## config.mk

```make
export PLATFORM = sky130hd
export DESIGN_NAME = eirq_ctrl
export DESIGN_NICKNAME = d
export VERILOG_FILES = /design/src/rtl/eirq_pkg.sv /design/src/rtl/eirq_sync.sv /design/src/rtl/eirq_line.sv /design/src/rtl/eirq_pick.sv /design/src/rtl/eirq_ctrl.sv
export SDC_FILE = /design/constraint.sdc
export NUM_CORES = 1
export LEC_CHECK = 0
export ABC_AREA = 1
export BUFFER_PORTS_ARGS = -buffer_cell sky130_fd_sc_hd__buf_2
export CORE_UTILIZATION = 45
export CTS_CLUSTER_DIAMETER = 40
export DETAILED_ROUTE_END_ITERATION = 12
export SYNTH_ARGS = -nofsm -noshare
export SYNTH_HDL_FRONTEND = slang
export SYNTH_SLANG_ARGS = --single-unit
```

## constraint.sdc

```tcl
create_clock -name clk -period 2 [get_ports clk]
set_input_delay 0.2 -clock clk [delete_from_list [all_inputs] [get_ports clk]]
set_output_delay 0.2 -clock clk [all_outputs]
set_load 0.02 [all_outputs]
```

## src/rtl/eirq_pkg.sv

```systemverilog
package eirq_pkg;

   typedef enum logic [2:0] {
      TRIG_LVL_LO  = 3'd0,
      TRIG_LVL_HI  = 3'd1,
      TRIG_EDGE_FL = 3'd2,
      TRIG_EDGE_RS = 3'd3,
      TRIG_EDGE_AN = 3'd4
   } trig_e;

   localparam int TRIG_W  = 3;
   localparam int FIELD_W = 4;

   localparam logic [1:0] SEL_TYPE = 2'd0;
   localparam logic [1:0] SEL_MASK = 2'd1;
   localparam logic [1:0] SEL_PEND = 2'd2;

endpackage

```

## src/rtl/eirq_sync.sv

```systemverilog
module eirq_sync #(
   parameter int STAGES = 2
) (
   input  logic clk,
   input  logic rst_n,
   input  logic d,
   output logic q
);

   generate
      if (STAGES < 2) begin : g_bad
         $error("eirq_sync: STAGES must be at least 2");
      end
   endgenerate

   logic [STAGES-1:0] sh_q;

   always_ff @(posedge clk or negedge rst_n) begin
      if (!rst_n) sh_q <= '0;
      else        sh_q <= {sh_q[STAGES-2:0], d};
   end

   assign q = sh_q[STAGES-1];

endmodule

```

## src/rtl/eirq_line.sv

```systemverilog
module eirq_line
   import eirq_pkg::*;
#(
   parameter int SYNC_STAGES = 2
) (
   input  logic              clk,
   input  logic              rst_n,
   input  logic              pin,
   input  logic [TRIG_W-1:0] trig,
   input  logic              clr,
   output logic              pend
);

   logic lvl;
   logic prev_q;
   logic set_evt;
   logic pend_q;

   eirq_sync #(.STAGES(SYNC_STAGES)) u_sync (
      .clk  (clk),
      .rst_n(rst_n),
      .d    (pin),
      .q    (lvl)
   );

   always_comb begin
      case (trig_e'(trig))
         TRIG_LVL_LO:  set_evt = ~lvl;
         TRIG_LVL_HI:  set_evt = lvl;
         TRIG_EDGE_FL: set_evt = prev_q & ~lvl;
         TRIG_EDGE_RS: set_evt = ~prev_q & lvl;
         TRIG_EDGE_AN: set_evt = prev_q ^ lvl;
         default:      set_evt = 1'b0;
      endcase
   end

   always_ff @(posedge clk or negedge rst_n) begin
      if (!rst_n) begin
         prev_q <= 1'b0;
         pend_q <= 1'b0;
      end else begin
         prev_q <= lvl;
         pend_q <= set_evt | (pend_q & ~clr);
      end
   end

   assign pend = pend_q;

endmodule

```

## src/rtl/eirq_pick.sv

```systemverilog
module eirq_pick #(
   parameter int GROUPS  = 2,
   parameter int GROUP_W = 8,
   parameter int BASE    = 16,
   parameter int IDX_W   = 5
) (
   input  logic [GROUPS*GROUP_W-1:0] req,
   output logic                      any,
   output logic [IDX_W-1:0]          idx
);

   always_comb begin
      any = |req;
      idx = '0;
      for (int g = GROUPS - 1; g >= 0; g--) begin
         if (|req[g*GROUP_W +: GROUP_W]) begin
            for (int i = 0; i < GROUP_W; i++) begin
               if (req[g*GROUP_W + i]) idx = IDX_W'(BASE + g*GROUP_W + i);
            end
         end
      end
   end

endmodule

```

## src/rtl/eirq_ctrl.sv

```systemverilog
module eirq_ctrl
   import eirq_pkg::*;
#(
   parameter int NUM_BANKS    = 4,
   parameter int BANK_LINES   = 8,
   parameter int DIRECT_LINES = 16,
   parameter int SYNC_STAGES  = 2,
   parameter int ADDR_W       = 4,
   parameter int DATA_W       = 32,
   localparam int NUM_LINES   = NUM_BANKS * BANK_LINES,
   localparam int IDX_W       = $clog2(NUM_LINES)
) (
   input  logic                    clk,
   input  logic                    rst_n,
   input  logic [NUM_LINES-1:0]    pins,
   input  logic                    bus_we,
   input  logic [ADDR_W-1:0]       bus_addr,
   input  logic [DATA_W-1:0]       bus_wdata,
   output logic [DATA_W-1:0]       bus_rdata,
   output logic [DIRECT_LINES-1:0] irq_direct,
   output logic                    irq_shared,
   output logic [IDX_W-1:0]        shared_line
);

   localparam int SHARED_LINES = NUM_LINES - DIRECT_LINES;
   localparam int BANK_AW      = (NUM_BANKS > 1) ? $clog2(NUM_BANKS) : 1;

   generate
      if (ADDR_W != BANK_AW + 2) begin : g_bad_addr
         $error("eirq_ctrl: ADDR_W must equal bank bits plus 2");
      end
      if (DATA_W < BANK_LINES * FIELD_W) begin : g_bad_data
         $error("eirq_ctrl: DATA_W too narrow for a bank type word");
      end
      if ((DIRECT_LINES % BANK_LINES) != 0 || DIRECT_LINES > NUM_LINES) begin : g_bad_direct
         $error("eirq_ctrl: DIRECT_LINES must be whole banks within range");
      end
   endgenerate

   logic [1:0]                    sel;
   logic [BANK_AW-1:0]            bank_sel;
   logic                          wr_type;
   logic                          wr_mask;
   logic                          wr_pend;
   logic [NUM_LINES-1:0]          pend_q;
   logic [NUM_LINES-1:0]          mask_q;
   logic [NUM_LINES-1:0][TRIG_W-1:0] trig_q;
   logic [NUM_LINES-1:0]          active;

   assign sel      = bus_addr[1:0];
   assign bank_sel = bus_addr[ADDR_W-1:2];
   assign wr_type  = bus_we && (sel == SEL_TYPE);
   assign wr_mask  = bus_we && (sel == SEL_MASK);
   assign wr_pend  = bus_we && (sel == SEL_PEND);

   generate
      for (genvar k = 0; k < NUM_LINES; k++) begin : g_line
         localparam int B = k / BANK_LINES;
         localparam int J = k % BANK_LINES;
         logic              hit;
         logic              clr;
         logic [TRIG_W-1:0] trig_r;
         logic              mask_r;

         assign hit = (int'(bank_sel) == B);
         assign clr = wr_pend && hit && bus_wdata[J];

         always_ff @(posedge clk or negedge rst_n) begin
            if (!rst_n) begin
               trig_r <= '0;
               mask_r <= 1'b1;
            end else begin
               if (wr_type && hit) trig_r <= bus_wdata[J*FIELD_W +: TRIG_W];
               if (wr_mask && hit) mask_r <= bus_wdata[J];
            end
         end

         assign trig_q[k] = trig_r;
         assign mask_q[k] = mask_r;

         eirq_line #(.SYNC_STAGES(SYNC_STAGES)) u_line (
            .clk  (clk),
            .rst_n(rst_n),
            .pin  (pins[k]),
            .trig (trig_r),
            .clr  (clr),
            .pend (pend_q[k])
         );
      end
   endgenerate

   always_comb begin
      bus_rdata = '0;
      for (int b = 0; b < NUM_BANKS; b++) begin
         if (int'(bank_sel) == b) begin
            for (int j = 0; j < BANK_LINES; j++) begin
               case (sel)
                  SEL_TYPE: bus_rdata[j*FIELD_W +: TRIG_W] = trig_q[b*BANK_LINES + j];
                  SEL_MASK: bus_rdata[j] = mask_q[b*BANK_LINES + j];
                  SEL_PEND: bus_rdata[j] = pend_q[b*BANK_LINES + j];
                  default:  ;
               endcase
            end
         end
      end
   end

   assign active     = pend_q & ~mask_q;
   assign irq_direct = active[DIRECT_LINES-1:0];

   generate
      if (SHARED_LINES > 0) begin : g_shared
         eirq_pick #(
            .GROUPS (SHARED_LINES / BANK_LINES),
            .GROUP_W(BANK_LINES),
            .BASE   (DIRECT_LINES),
            .IDX_W  (IDX_W)
         ) u_pick (
            .req(active[NUM_LINES-1:DIRECT_LINES]),
            .any(irq_shared),
            .idx(shared_line)
         );
      end else begin : g_noshared
         assign irq_shared  = 1'b0;
         assign shared_line = '0;
      end
   endgenerate

endmodule

```

==> metrics list <==
* Critical path required time: 1.80 ns
* Die width: 167 um
* Post-Synthesis Mean Instance Area: 8.83 sq um
- Min cycle time layout: 2.22 ns
- Along the worst path, the maximum fanout reaches 3.
* Average routed wire per standard cell: 17.9 um
- Based on the critical path, the design can be clocked at up to 0.450 GHz.
- The clock network burns 42.8% of the power.
* Share of the clock period used by the worst path after layout: 111%
* Reported leakage power: 7.80 nW
* Worst-case register-to-register setup slack: 0.72 ns
* Initial DRC Count: 745
- The endpoint identified for the worst register-to-register timing path is g_line[4].u_line.pend.
- Internal power comes to 11.8 mW.
* Post-synthesis share of cell area spent on xor and xnor gates: 0.570%
- Starting density of the core: 45.7%
* Final number of max-transition violations: 0
* Area growth from synthesis to final layout: 31.9%
* WS Path Type: reg2out
- Headroom to the max-slew limit came out at 62.2%.
* GP Congestion: 0.955
* Critical R2R Launch: g_line[4].u_line.u_sync.sh_q[1]
* Number of warnings printed during yosys synthesis: 0
* Number of cells in the finished layout apart from fillers: 2,024
- Min-delay worst type: in2async
* Overall fraction of global-route tracks in use: 26.4%
- The HPWL after detailed placement is 25,900 um.
* Grt total ovfl: 0
- Sorting the synthesized cells by how often they occur yields 268 x o21ai_0, 262 x nand2_1, 224 x dfrtp_1.
- Detailed-router iteration count before antenna repair: 5
* Post-placement cell count: 1,872
- The first global-routing pass estimated 57,400 um of wire.
* Pin count of the biggest net entering global routing: 65
* Outcome: complete, but fails checks
- The floorplan step set the die height to 167 um.
* Crit start category: register
* Antenna violation net count after detailed routing: 0
* Top-count cell post-synth: o21ai_0
* Number of design rule violations left after detail routing: 0
- Synthesis handed over a netlist of 1,393 instances.
- Measured against the total synthesized area, the mux share comes to 0%.
- Worst-skew pair later-pin latency: 0.54 ns
- Nets: 1,790
- Routed wire length: 36,100 um
- The clock passes through at most 3 buffers.
- For the worst flop-to-flop path, the logic depth is 5.
- The synthesized netlist devotes 19.2% of its cell area to compound gates.
- Sequential cells account for 39.5% of the total power.
- The analysis attributes to net switching a power of 5.16 mW.
- Clock tree synthesis found a total of 256 sinks.
- FF+latch count, synth: 256
* Total of endpoints with negative setup slack in the final report: 10
- The largest total area in the synthesized netlist belongs to dfrtp_1.
* Ranking of synthesized cells by area: dfrtp_1 46%, o21ai_0 11%, nand2_1 8.0%
- Across all layers, the routed design uses 10,700 vias.
- In this run switching power makes up 30.4% of total power.
* Number of distinct library cells after synthesis: 36
- Of the total synthesized cell area, the portion taken by full adders, half adders and majority gates is 6.92%.
* Post-DR vias/cell: 5.30
* Unrepaired setup endpoints after global routing: true
* Prevailing post-synth register cell: dfrtp_1
- Number of buffers added on ports: 112
- Number of endpoints with negative hold slack in the final report: 0
* Setup skew after layout: 0.0239 ns
- Clock Tree Root: clkbuf_16
- Number of buffers created by CTS: 40
- In this run the number of H-tree levels came out at 2.
* Nature of the critical path endpoint: output pin
- After synthesis, flip-flops and latches occupy 52.4% of the total area.
- For the pin with the worst max-slew slack, the measured transition is 0.567 ns.
- Area taken by multi-input logic gates: 5070 sq um
* Maximum VDD drop: 0.862 mV
* Worst slack on hold paths: 0.215 ns
* Total buffers and inverters traversed by the critical path: 3
- TritonCTS built the clock tree.
- Crit path max-delay family: flip-flops
* Antenna violations before repair: 0
- Among all stages on the critical path, the largest delay is contributed by dfstp_2.
- Row cnt: 60
- Summing the areas of all and, or, nand and nor instances in the mapped netlist gives 12.0% of the synthesized area.
- In the final layout, the share of cells above drive strength 1 is 23.4%.
- Post-synth top area share: 45.6%
* Total core area: 26,900 sq um
- On the worst path, the slowest cell contributes a delay of 0.54 ns.
* Final core occ: 60.4%
- Across the whole layout, storage elements account for 6450 sq um.
- By area, the combinational part of the netlist is dominated by compound AO/OA/AOI/OAI gates.
- Of the total power, combinational logic draws 17.7%.
- Clock-pin slew was measured on the worst setup and hold paths at 0.05 ns.
* Number of global-route vias before repair: 10,700
- Power density relative to cell area: 1050 nW/um^2
* Total standard cell area after synthesis: 12,300 sq um
- Once routing completed, OpenROAD measured the worst setup slack at -0.225 ns.
* Die area: 28,000 sq um
- 0 antenna diodes ended up in the layout.
* Max-capacitance violation count: 0
* Violated checks: negative setup slack
- Worst-path cell chain: inv_2 > nand2_2 > nand2_1 > a2111oi_4 > buf_4 > nand3_2 > buf_6
* Number of filler instances in the final layout: 2,360
- Counting flops with an async set or reset pin after synthesis yields a share of 100%.
- Counting flops with a built-in enable in the synthesized netlist gives 0.
- In this run the count of I/O pins placed on the die edge is 125.
- Data arrival time at the worst-slack endpoint: 2.02 ns
## registers in the layout, summed over array words and instances (netlist names)
signal / flops
g_line.mask_r: 32
g_line.trig_r: 96
g_line.u_line.pend: 32
g_line.u_line.prev_q: 32
g_line.u_line.u_sync.sh_q: 64
## logic make-up after synthesis
| group | Yosys count |
|---|---|
| buf+inv | 272 |
| compound gates | 416 |
| xor+xnor | 8 |
| fa+ha+maj | 68 |
| flops | 256 |
| other cells | 1 |
| simple gates | 372 |
## power by group through the flow
stage / combinational (mW) / sequential, mW / clock [mW]
after floorplan: 1.70 / 6.51 / 0
after global placement: 2.50 / 6.71 / 0
after detailed placement: 2.57 / 6.74 / 0
after CTS: 2.90 / 6.68 / 7.41
after global routing: 3.38 / 6.80 / 7.64
final: 3.01 / 6.70 / 7.26
## metal layers
layer / share of wire (%) / track usage (%) / up-vias
li1: - / - / 5111
met1: 43 / 34.8 / 5148
met2: 48 / 44.0 / 367
met3: 5.3 / 3.19 / 96
met4: 4.0 / 11.2 / 0
met5: 0 / 0 / -
## stage by stage
step	TNS (ns)	area [sq um]	setup slack (ns)	power, mW
CTS	-1.38	16000	-0.247	17.0
floorplan	0	12300	0.203	8.22
global route	-1.70	16200	-0.305	17.8
global placement	-0.0631	13700	-0.0631	9.22
detailed placement	-0.102	13700	-0.0839	9.32
finish	-1.08	16200	-0.225	17.0
## worst max-delay path by stage
| stage | start | cells past startpoint | slack (ns) | to |
|---|---|---|---|---|
| 6_report | g_line[27].mask_r | 7 | -0.22 | irq_shared |
| 5_1_grt | g_line[27].mask_r | 16 | -0.31 | shared_line[0] |
| 4_1_cts | g_line[28].mask_r | 9 | -0.25 | shared_line[4] |
| 3_5_place_dp | bus_addr[0] | 11 | -0.08 | bus_rdata[17] |
| 3_3_place_gp | bus_addr[0] | 11 | -0.06 | bus_rdata[17] |
| 2_1_floorplan | bus_addr[1] | 8 | 0.20 | bus_rdata[0] |
## area by class of cell
type                            count  area share, %
Timing Repair Buffer              255           12.2
Inverter                          228           5.31
Multi-Input combinational cell    870           31.3
Clock buffer                       46           6.43
Tap cell                          341           2.63
Sequential cell                   256           39.8
Clock inverter                     28           2.38
## placed cells by master (no fill, tap or decap), types with 4 or more instances in the layout
master / count
o21ai_0: 253
nand2_1: 237
dfrtp_1: 221
inv_1: 202
buf_2: 99
buf_4: 71
ha_1: 67
nor2_1: 65
dlygate4sd3_1: 59
a21oi_1: 40
clkbuf_16: 40
dfstp_2: 32
nand2_2: 25
nand3_1: 25
inv_2: 24
o211ai_1: 24
o22ai_1: 18
buf_6: 17
o221ai_1: 13
o21ai_1: 12
a22oi_1: 9
xor2_1: 8
buf_12: 8
nand3_2: 6
o21ai_2: 6
conb_1: 6
bufinv_16: 6
clkinv_4: 6
nor2_4: 5
nor2_2: 5
clkinvlp_4: 5
a32oi_1: 4
a21boi_0: 4
o41ai_1: 4
a211oi_1: 4
clkbuf_1: 4
## repair_timing
action	in CTS	in global routing
hold buffers	59	0
hold endpoints to repair	127	0
pin swaps	18	22
resized for setup	90	49
setup endpoints to repair	15	22
setup buffers	14	8
Note: power is estimated with default switching activity, not from simulation.
